**config.mk**
```make
export PLATFORM = sky130hd
export DESIGN_NAME = fft_rc_seq
export DESIGN_NICKNAME = d
export VERILOG_FILES = /design/src/rtl/fft_rc_seq_pkg.sv /design/src/rtl/fft_rc_cfg.sv /design/src/rtl/fft_rc_phase_fsm.sv /design/src/rtl/fft_rc_step_ctr.sv /design/src/rtl/fft_rc_wr_delay.sv /design/src/rtl/fft_rc_seq.sv
export SDC_FILE = /design/constraint.sdc
export NUM_CORES = 1
export LEC_CHECK = 0
export BUFFER_PORTS_ARGS = -buffer_cell sky130_fd_sc_hd__buf_2
export CAP_MARGIN = 40
export CORE_ASPECT_RATIO = 0.5
export CORE_MARGIN = 2
export CORE_UTILIZATION = 45
export CTS_CLUSTER_DIAMETER = 60
export DETAILED_ROUTE_END_ITERATION = 8
export GPL_ROUTABILITY_DRIVEN = 0
export GPL_TIMING_DRIVEN = 0
export PLACE_DENSITY_LB_ADDON = 0.05
export SYNTH_ARGS = -nofsm -noshare
export SYNTH_HDL_FRONTEND = slang
export SYNTH_SLANG_ARGS = --single-unit
```
**constraint.sdc**
```tcl
create_clock -name clk -period 4.4 [get_ports clk]
set_input_delay 1.32 -clock clk [delete_from_list [all_inputs] [get_ports clk]]
set_output_delay 1.32 -clock clk [all_outputs]
set_load 0.01 [all_outputs]
```
**src/rtl/fft_rc_seq_pkg.sv**
```systemverilog
// Shared types for the row-column transform sequencer.
// Phase encoding is visible at the top-level port and is fixed.
package fft_rc_seq_pkg;
    typedef enum logic [1:0] {
        PH_IDLE = 2'd0,
        PH_COL  = 2'd1,
        PH_TWID = 2'd2,
        PH_ROW  = 2'd3
    } phase_e;
endpackage

```
**src/rtl/fft_rc_cfg.sv**
```systemverilog
// Configuration capture. Checks a start request for legal factors and, on
// acceptance, latches the factors, the mode and the effective row-slot count.
// Assumes the caller gives 'idle' high only when no schedule is running.
module fft_rc_cfg #(
    parameter int MAX_NR = 64,
    parameter int MAX_NC = 64,
    localparam int NRU_MAX = MAX_NR / 16,
    localparam int NCU_MAX = MAX_NC / 16,
    localparam int NRU_W   = $clog2(NRU_MAX + 1),
    localparam int NCU_W   = $clog2(NCU_MAX + 1),
    localparam int ROWS_W  = $clog2(MAX_NC + 1)
) (
    input  logic              clk,
    input  logic              rst_n,
    input  logic              start,
    input  logic              idle,
    input  logic [NRU_W-1:0]  nr_units,
    input  logic [NCU_W-1:0]  nc_units,
    input  logic              mode_2d,
    input  logic [ROWS_W-1:0] prune_rows,
    output logic              accept,
    output logic [NRU_W-1:0]  nr_l,
    output logic [NCU_W-1:0]  nc_l,
    output logic              twod_l,
    output logic [ROWS_W-1:0] rows_l
);
    logic              legal;
    logic [ROWS_W-1:0] nc_full;
    logic [ROWS_W-1:0] rows_eff;

    // Legality of the requested factors.
    always_comb begin
        legal = (nr_units != '0) && (int'(nr_units) <= NRU_MAX) &&
                (nc_units != '0) && (int'(nc_units) <= NCU_MAX);
    end

    assign accept = start && idle && legal;

    // Effective row-slot count: out-of-range requests mean "all slots".
    always_comb begin
        nc_full  = ROWS_W'(16 * int'(nc_units));
        rows_eff = nc_full;
        if ((prune_rows != '0) && (prune_rows < nc_full))
            rows_eff = prune_rows;
    end

    // Hold configuration from acceptance to the next acceptance.
    always_ff @(posedge clk) begin
        if (!rst_n) begin
            nr_l   <= '0;
            nc_l   <= '0;
            twod_l <= 1'b0;
            rows_l <= '0;
        end else if (accept) begin
            nr_l   <= nr_units;
            nc_l   <= nc_units;
            twod_l <= mode_2d;
            rows_l <= rows_eff;
        end
    end
endmodule

```
**src/rtl/fft_rc_phase_fsm.sv**
```systemverilog
// Phase state machine. Steps column -> (twiddle) -> row -> idle. Each move
// happens on the step counter's 'last' flag. Gives a registered done pulse.
// Assumes 'last' is meaningful only while not idle.
module fft_rc_phase_fsm
    import fft_rc_seq_pkg::*;
(
    input  logic   clk,
    input  logic   rst_n,
    input  logic   accept,
    input  logic   twod,
    input  logic   last,
    output phase_e phase,
    output logic   done
);
    phase_e nxt;

    // Next-phase selection.
    always_comb begin
        nxt = phase;
        unique case (phase)
            PH_IDLE: if (accept) nxt = PH_COL;
            PH_COL:  if (last)   nxt = twod ? PH_ROW : PH_TWID;
            PH_TWID: if (last)   nxt = PH_ROW;
            PH_ROW:  if (last)   nxt = PH_IDLE;
            default:             nxt = PH_IDLE;
        endcase
    end

    // Phase register and completion pulse.
    always_ff @(posedge clk) begin
        if (!rst_n) begin
            phase <= PH_IDLE;
            done  <= 1'b0;
        end else begin
            phase <= nxt;
            done  <= (phase == PH_ROW) && last;
        end
    end
endmodule

```
**src/rtl/fft_rc_step_ctr.sv**
```systemverilog
// Nested step counter: the inner (minor) count runs inside the outer (major)
// count, with a linear count alongside. All counts clear while inactive and
// wrap to zero on the final step of a phase. Assumes both lengths are >= 1.
module fft_rc_step_ctr #(
    parameter int MIN_W  = 4,
    parameter int MAJ_W  = 6,
    parameter int ADDR_W = 10
) (
    input  logic             clk,
    input  logic             rst_n,
    input  logic             active,
    input  logic [MIN_W:0]   len_minor,
    input  logic [MAJ_W:0]   len_major,
    output logic [MIN_W-1:0] minor,
    output logic [MAJ_W-1:0] major,
    output logic [ADDR_W-1:0] lin,
    output logic             last
);
    logic minor_end;

    // End-of-inner and end-of-phase detection.
    always_comb begin
        minor_end = ({1'b0, minor} == (len_minor - 1'b1));
        last      = minor_end && ({1'b0, major} == (len_major - 1'b1));
    end

    // Advance, wrap at phase end, clear while idle.
    always_ff @(posedge clk) begin
        if (!rst_n || !active || last) begin
            minor <= '0;
            major <= '0;
            lin   <= '0;
        end else begin
            lin <= lin + 1'b1;
            if (minor_end) begin
                minor <= '0;
                major <= major + 1'b1;
            end else begin
                minor <= minor + 1'b1;
            end
        end
    end
endmodule

```
**src/rtl/fft_rc_wr_delay.sv**
```systemverilog
// Write-side alignment: delays the read strobe and address by LAT cycles to
// match the datapath latency. LAT = 0 gives a straight wire.
module fft_rc_wr_delay #(
    parameter int LAT    = 3,
    parameter int ADDR_W = 10
) (
    input  logic              clk,
    input  logic              rst_n,
    input  logic              in_en,
    input  logic [ADDR_W-1:0] in_addr,
    output logic              out_en,
    output logic [ADDR_W-1:0] out_addr
);
    generate
        if (LAT == 0) begin : g_wire
            assign out_en   = in_en;
            assign out_addr = in_addr;
        end else begin : g_pipe
            logic [LAT-1:0]    en_sr;
            logic [ADDR_W-1:0] addr_sr [LAT];

            // Shift strobe and address through LAT stages.
            always_ff @(posedge clk) begin
                if (!rst_n) begin
                    en_sr <= '0;
                    for (int i = 0; i < LAT; i++) addr_sr[i] <= '0;
                end else begin
                    en_sr[0]   <= in_en;
                    addr_sr[0] <= in_addr;
                    for (int i = 1; i < LAT; i++) begin
                        en_sr[i]   <= en_sr[i-1];
                        addr_sr[i] <= addr_sr[i-1];
                    end
                end
            end
            assign out_en   = en_sr[LAT-1];
            assign out_addr = addr_sr[LAT-1];
        end
    endgenerate
endmodule

```
**src/rtl/fft_rc_seq.sv**
```systemverilog
// Row-column transform phase sequencer, top level. Accepts a start, latches
// the configuration, and steps column, twiddle (1-D only) and row phases.
// Each cycle it drives indices and a read/write address stream.
// Assumes MAX_NR and MAX_NC are multiples of 16.
module fft_rc_seq
    import fft_rc_seq_pkg::*;
#(
    parameter int MAX_NR = 64,
    parameter int MAX_NC = 64,
    parameter int LAT    = 3,
    localparam int MAX_D  = (MAX_NR > MAX_NC) ? MAX_NR : MAX_NC,
    localparam int NRU_W  = $clog2(MAX_NR / 16 + 1),
    localparam int NCU_W  = $clog2(MAX_NC / 16 + 1),
    localparam int ROWS_W = $clog2(MAX_NC + 1),
    localparam int MAJ_W  = $clog2(MAX_NC),
    localparam int MIN_W  = $clog2(MAX_D / 4),
    localparam int ADDR_W = $clog2(MAX_D * MAX_NC / 4)
) (
    input  logic              clk,
    input  logic              rst_n,
    input  logic              start,
    input  logic [NRU_W-1:0]  nr_units,
    input  logic [NCU_W-1:0]  nc_units,
    input  logic              mode_2d,
    input  logic [ROWS_W-1:0] prune_rows,
    output logic              busy,
    output logic              done,
    output logic [1:0]        phase,
    output logic [MAJ_W-1:0]  major_idx,
    output logic [MIN_W-1:0]  minor_idx,
    output logic              rd_en,
    output logic [ADDR_W-1:0] rd_addr,
    output logic              wr_en,
    output logic [ADDR_W-1:0] wr_addr
);
    phase_e            ph;
    logic              accept;
    logic [NRU_W-1:0]  nr_l;
    logic [NCU_W-1:0]  nc_l;
    logic              twod_l;
    logic [ROWS_W-1:0] rows_l;
    logic [MIN_W:0]    len_minor;
    logic [MAJ_W:0]    len_major;
    logic              last;

    fft_rc_cfg #(.MAX_NR(MAX_NR), .MAX_NC(MAX_NC)) u_cfg (
        .clk(clk), .rst_n(rst_n), .start(start), .idle(ph == PH_IDLE),
        .nr_units(nr_units), .nc_units(nc_units), .mode_2d(mode_2d),
        .prune_rows(prune_rows), .accept(accept), .nr_l(nr_l), .nc_l(nc_l),
        .twod_l(twod_l), .rows_l(rows_l)
    );

    fft_rc_phase_fsm u_fsm (
        .clk(clk), .rst_n(rst_n), .accept(accept), .twod(twod_l),
        .last(last), .phase(ph), .done(done)
    );

    // Per-phase inner and outer lengths.
    always_comb begin
        len_minor = (MIN_W+1)'(1);
        len_major = (MAJ_W+1)'(1);
        unique case (ph)
            PH_COL: begin
                len_minor = (MIN_W+1)'(4 * int'(nr_l));
                len_major = (MAJ_W+1)'(16 * int'(nc_l));
            end
            PH_TWID: begin
                len_minor = (MIN_W+1)'(4);
                len_major = (MAJ_W+1)'(16 * int'(nc_l));
            end
            PH_ROW: begin
                len_minor = (MIN_W+1)'(4 * int'(nc_l));
                len_major = (MAJ_W+1)'(rows_l);
            end
            default: ;
        endcase
    end

    fft_rc_step_ctr #(.MIN_W(MIN_W), .MAJ_W(MAJ_W), .ADDR_W(ADDR_W)) u_ctr (
        .clk(clk), .rst_n(rst_n), .active(ph != PH_IDLE),
        .len_minor(len_minor), .len_major(len_major),
        .minor(minor_idx), .major(major_idx), .lin(rd_addr), .last(last)
    );

    assign busy  = (ph != PH_IDLE);
    assign rd_en = busy;
    assign phase = ph;

    fft_rc_wr_delay #(.LAT(LAT), .ADDR_W(ADDR_W)) u_wr (
        .clk(clk), .rst_n(rst_n), .in_en(rd_en), .in_addr(rd_addr),
        .out_en(wr_en), .out_addr(wr_addr)
    );
endmodule

```
==> impl_metrics.ini <==
[power_and_ir_drop]
pwr_density_cell_mw_per_mm2 = 556.0
peakVddDrop_v = 0.0002884
leakagePower_nw = 1.662
fin_total_pwr_w = 0.002134

[final_layout]
multi_input_area_sq_mm = 0.001562
area_growth_pct = 22.04
num_antenna_cells = 0
fill_cells = 628
final_area_sq_mm = 0.003839
final_common_cell = dfxtp_1
final_layout_size_suffix_gt1_share_pct = 23.31
nets = 422
finalNonFillerCells = 491
final_cell_mix = dfxtp_1, buf_2, and2_1
regArea_sq_mm = 0.001401

[clocking]
cts_resized = 0
cts_made_buffers = 9
cts_max_path_buffers = 2
cts_hold_buf = 0
clock-root-buffer = clkbuf_16
cts_sinks = 70
clock_latency_ps = 330
clk_pin_slew_ps = 60
post-cts-setup-buffers = 0
cts_tree = done
htree_levels = 3

[synthesis]
ys_ff_latch = 70
ys_types = 54
netlist_area_sq_mm = 0.003146
synth_nets = 360
synth.avg_cell_area_sq_um = 9.474
ys_seq_area_share_pct = 44.55
synth-edff-count = 0
syn-instance-count = 332
yosys_warnings = 0
synth_top_flop_cell = dfxtp_1
synth-async-reset-ratio_pct = 0

[global_route]
overflow = 0
grt_pass1_wl_um = 11410
grt_max_degree = 14
grt_pass1_vias = 2430
antenna_found_initial = 0
grt_usage_pct = 19.19

[placed_design]
numPortBuffers = 51
dpl_cell_area_sq_mm = 0.003516
place_hpwl_um = 4849
dp.cells = 475

[timing]
final_hold_viol_count = 0
fin_crit_sh_pct = 82.00
fmax_mhz = 277.1
maxSlewHeadroom_pct = 63.78
fin_skew_ps = 4.646
setup_viol = 0
rsz0062_at_grt = false
fin_hold_ws_ps = 429.2
fin_tns_setup_ps = 0
worst_slew_pin_slew_ps = 543.3
period_needed_ps = 3608
slew_viol_final = 0

[setup_path]
crit_path_start_kind = flop
critPathArrivalTime_ps = 3830
crit_chain = inv_1 > ha_1 > buf_2 > and2b_1 > or2_2 > ha_1 > xnor2_1 > xnor2_1 > o211ai_1 > or4b_2 > o21ai_2 > buf_6 > nor2_1
r2r_slack_ps = 790
critPathRequiredTime_ps = 4620
max_stage_delay_ps = 710
endpoint_kind = flop
ff2ff_path_depth = 13
critPathMaxFanout = 10
crit_type = flop to flop
timing.rr.start = u_fsm.phase[0]
crit_path_top_delay_cell = or4b_2
r2r-end = u_ctr.lin[7]

[detailed_routing]
drt-total-wl_um = 6515
wl_per_cell_um = 13.27
drc = 0
final_antenna_net_count = 0
vias = 2490
via_per_inst = 5.071
detail_route.first_pass.iterations = 4
drt-initial-drc-count = 148

[worst_hold_path]
hold_path_depth = 1
hold_class = flop to flop
min_to = u_wr.g_pipe.addr_sr[0][18]
worstHoldStart = u_wr.g_pipe.addr_sr[0][8]

[floorplanning]
die-area_sq_mm = 0.007715
ios = 53
rows = 21
die_h_um = 63.12
die_w_um = 122.2
start_util_pct = 46.76
core_sq_mm = 0.006726

[outcome]
outcome = complete, no violations

[run]
maxCapViolCount = 0
## state kept, by name (all words and copies together) (netlist names)
register             flops
u_wr.g_pipe.addr_sr     30
u_cfg.nr_l               3
u_fsm.done               1
u_ctr.lin               10
u_ctr.minor              4
u_ctr.major              6
u_cfg.rows_l             7
u_cfg.nc_l               3
u_wr.g_pipe.en_sr        3
u_cfg.twod_l             1
u_fsm.phase              2
## critical path, delay by kind of cell, from the launching register on
kind | cells | cell delay [ps]
AND/OR/NAND/NOR | 4 | 1250
adder cells (fa/ha/maj) | 2 | 540
flip-flops | 1 | 440
XOR/XNOR | 2 | 330
buffers and inverters | 3 | 480
AO/OA/AOI/OAI | 2 | 460
## routing by layer
| layer | wire length [um] | track usage, % | up-vias | share of wire (%) |
|---|---|---|---|---|
| li1 | - | - | 1258 | - |
| met4 | 36 | 7.615 | 0 | 0.55 |
| met5 | 0 | 0 | - | 0 |
| met1 | 3071 | 23.60 | 1174 | 47 |
| met3 | 305 | 6.341 | 4 | 4.7 |
| met2 | 3102 | 31.11 | 54 | 48 |
## per-stage QoR
stage | utilization [%] | setup slack (ps)
global placement | 52.27 | 879.1
global route | 57.07 | 520.4
CTS | 57.07 | 794.4
detailed placement | 52.27 | 824.3
finish | 57.07 | 791.8
floorplan | - | 1097
## how the worst max path moves through the flow
stage,endpoint,slack [ps],cells after the start,startpoint
floorplan,u_ctr.lin[0],1100,13,u_fsm.phase[0]
global placement,u_ctr.lin[9],880,13,u_fsm.phase[0]
detailed placement,u_ctr.lin[7],820,13,u_fsm.phase[0]
CTS,u_ctr.major[0],790,13,u_fsm.phase[0]
global route,u_ctr.major[0],520,13,u_fsm.phase[0]
finish,u_ctr.lin[7],790,13,u_fsm.phase[0]
## cell families after synthesis
logic type               after synthesis  share of synthesized area (%)
XOR/XNOR                              21                          6.563
buffers and inverters                 31                          5.807
multiplexers                           4                          1.273
adder cells (fa/ha/maj)               11                          4.375
AND/OR/NAND/NOR                      138                          22.99
AO/OA/AOI/OAI                         57                          14.44
flip-flops                            70                          44.55
## cell usage after synthesis (3+ instances only)
| master | instances | share of area (%) |
|---|---|---|
| inv_1 | 6 | 0.72 |
| clkbuf_1 | 9 | 1.1 |
| a22oi_1 | 8 | 1.9 |
| o2111ai_1 | 4 | 1.1 |
| buf_6 | 3 | 1.1 |
| nand3_1 | 13 | 2.1 |
| mux2i_1 | 4 | 1.3 |
| buf_4 | 11 | 2.6 |
| dfxtp_1 | 70 | 45 |
| xnor2_1 | 6 | 1.7 |
| a21boi_0 | 7 | 1.7 |
| and2_1 | 33 | 6.6 |
| or3_1 | 3 | 0.60 |
| o21ai_0 | 10 | 1.6 |
| and3_1 | 6 | 1.2 |
| o21a_1 | 4 | 0.95 |
| nor2_1 | 27 | 3.2 |
| nor3_1 | 9 | 1.4 |
| nor2b_1 | 7 | 1.4 |
| xor2_1 | 13 | 3.6 |
| o211a_1 | 3 | 0.95 |
| nand2_1 | 25 | 3.0 |
| ha_1 | 11 | 4.4 |
## where the power goes
part | switching [W] | leakage [nW] | total [W] | internal, W
Clock | 0.000273 | 0.153 | 0.000773 | 0.000500
Combinational | 0.000376 | 0.944 | 0.000647 | 0.000270
Sequential | 0.0000422 | 0.565 | 0.000715 | 0.000672
## layout make-up
cell class / count / share of cell area [%]
Clock inverter: 6 / 2.445
Tap cell: 92 / 2.999
Multi-Input combinational cell: 231 / 40.68
Inverter: 6 / 0.5867
Timing Repair Buffer: 51 / 6.649
Clock buffer: 10 / 5.965
Buffer: 25 / 4.172
Sequential cell: 70 / 36.51
(Power assumes the default switching activity.)
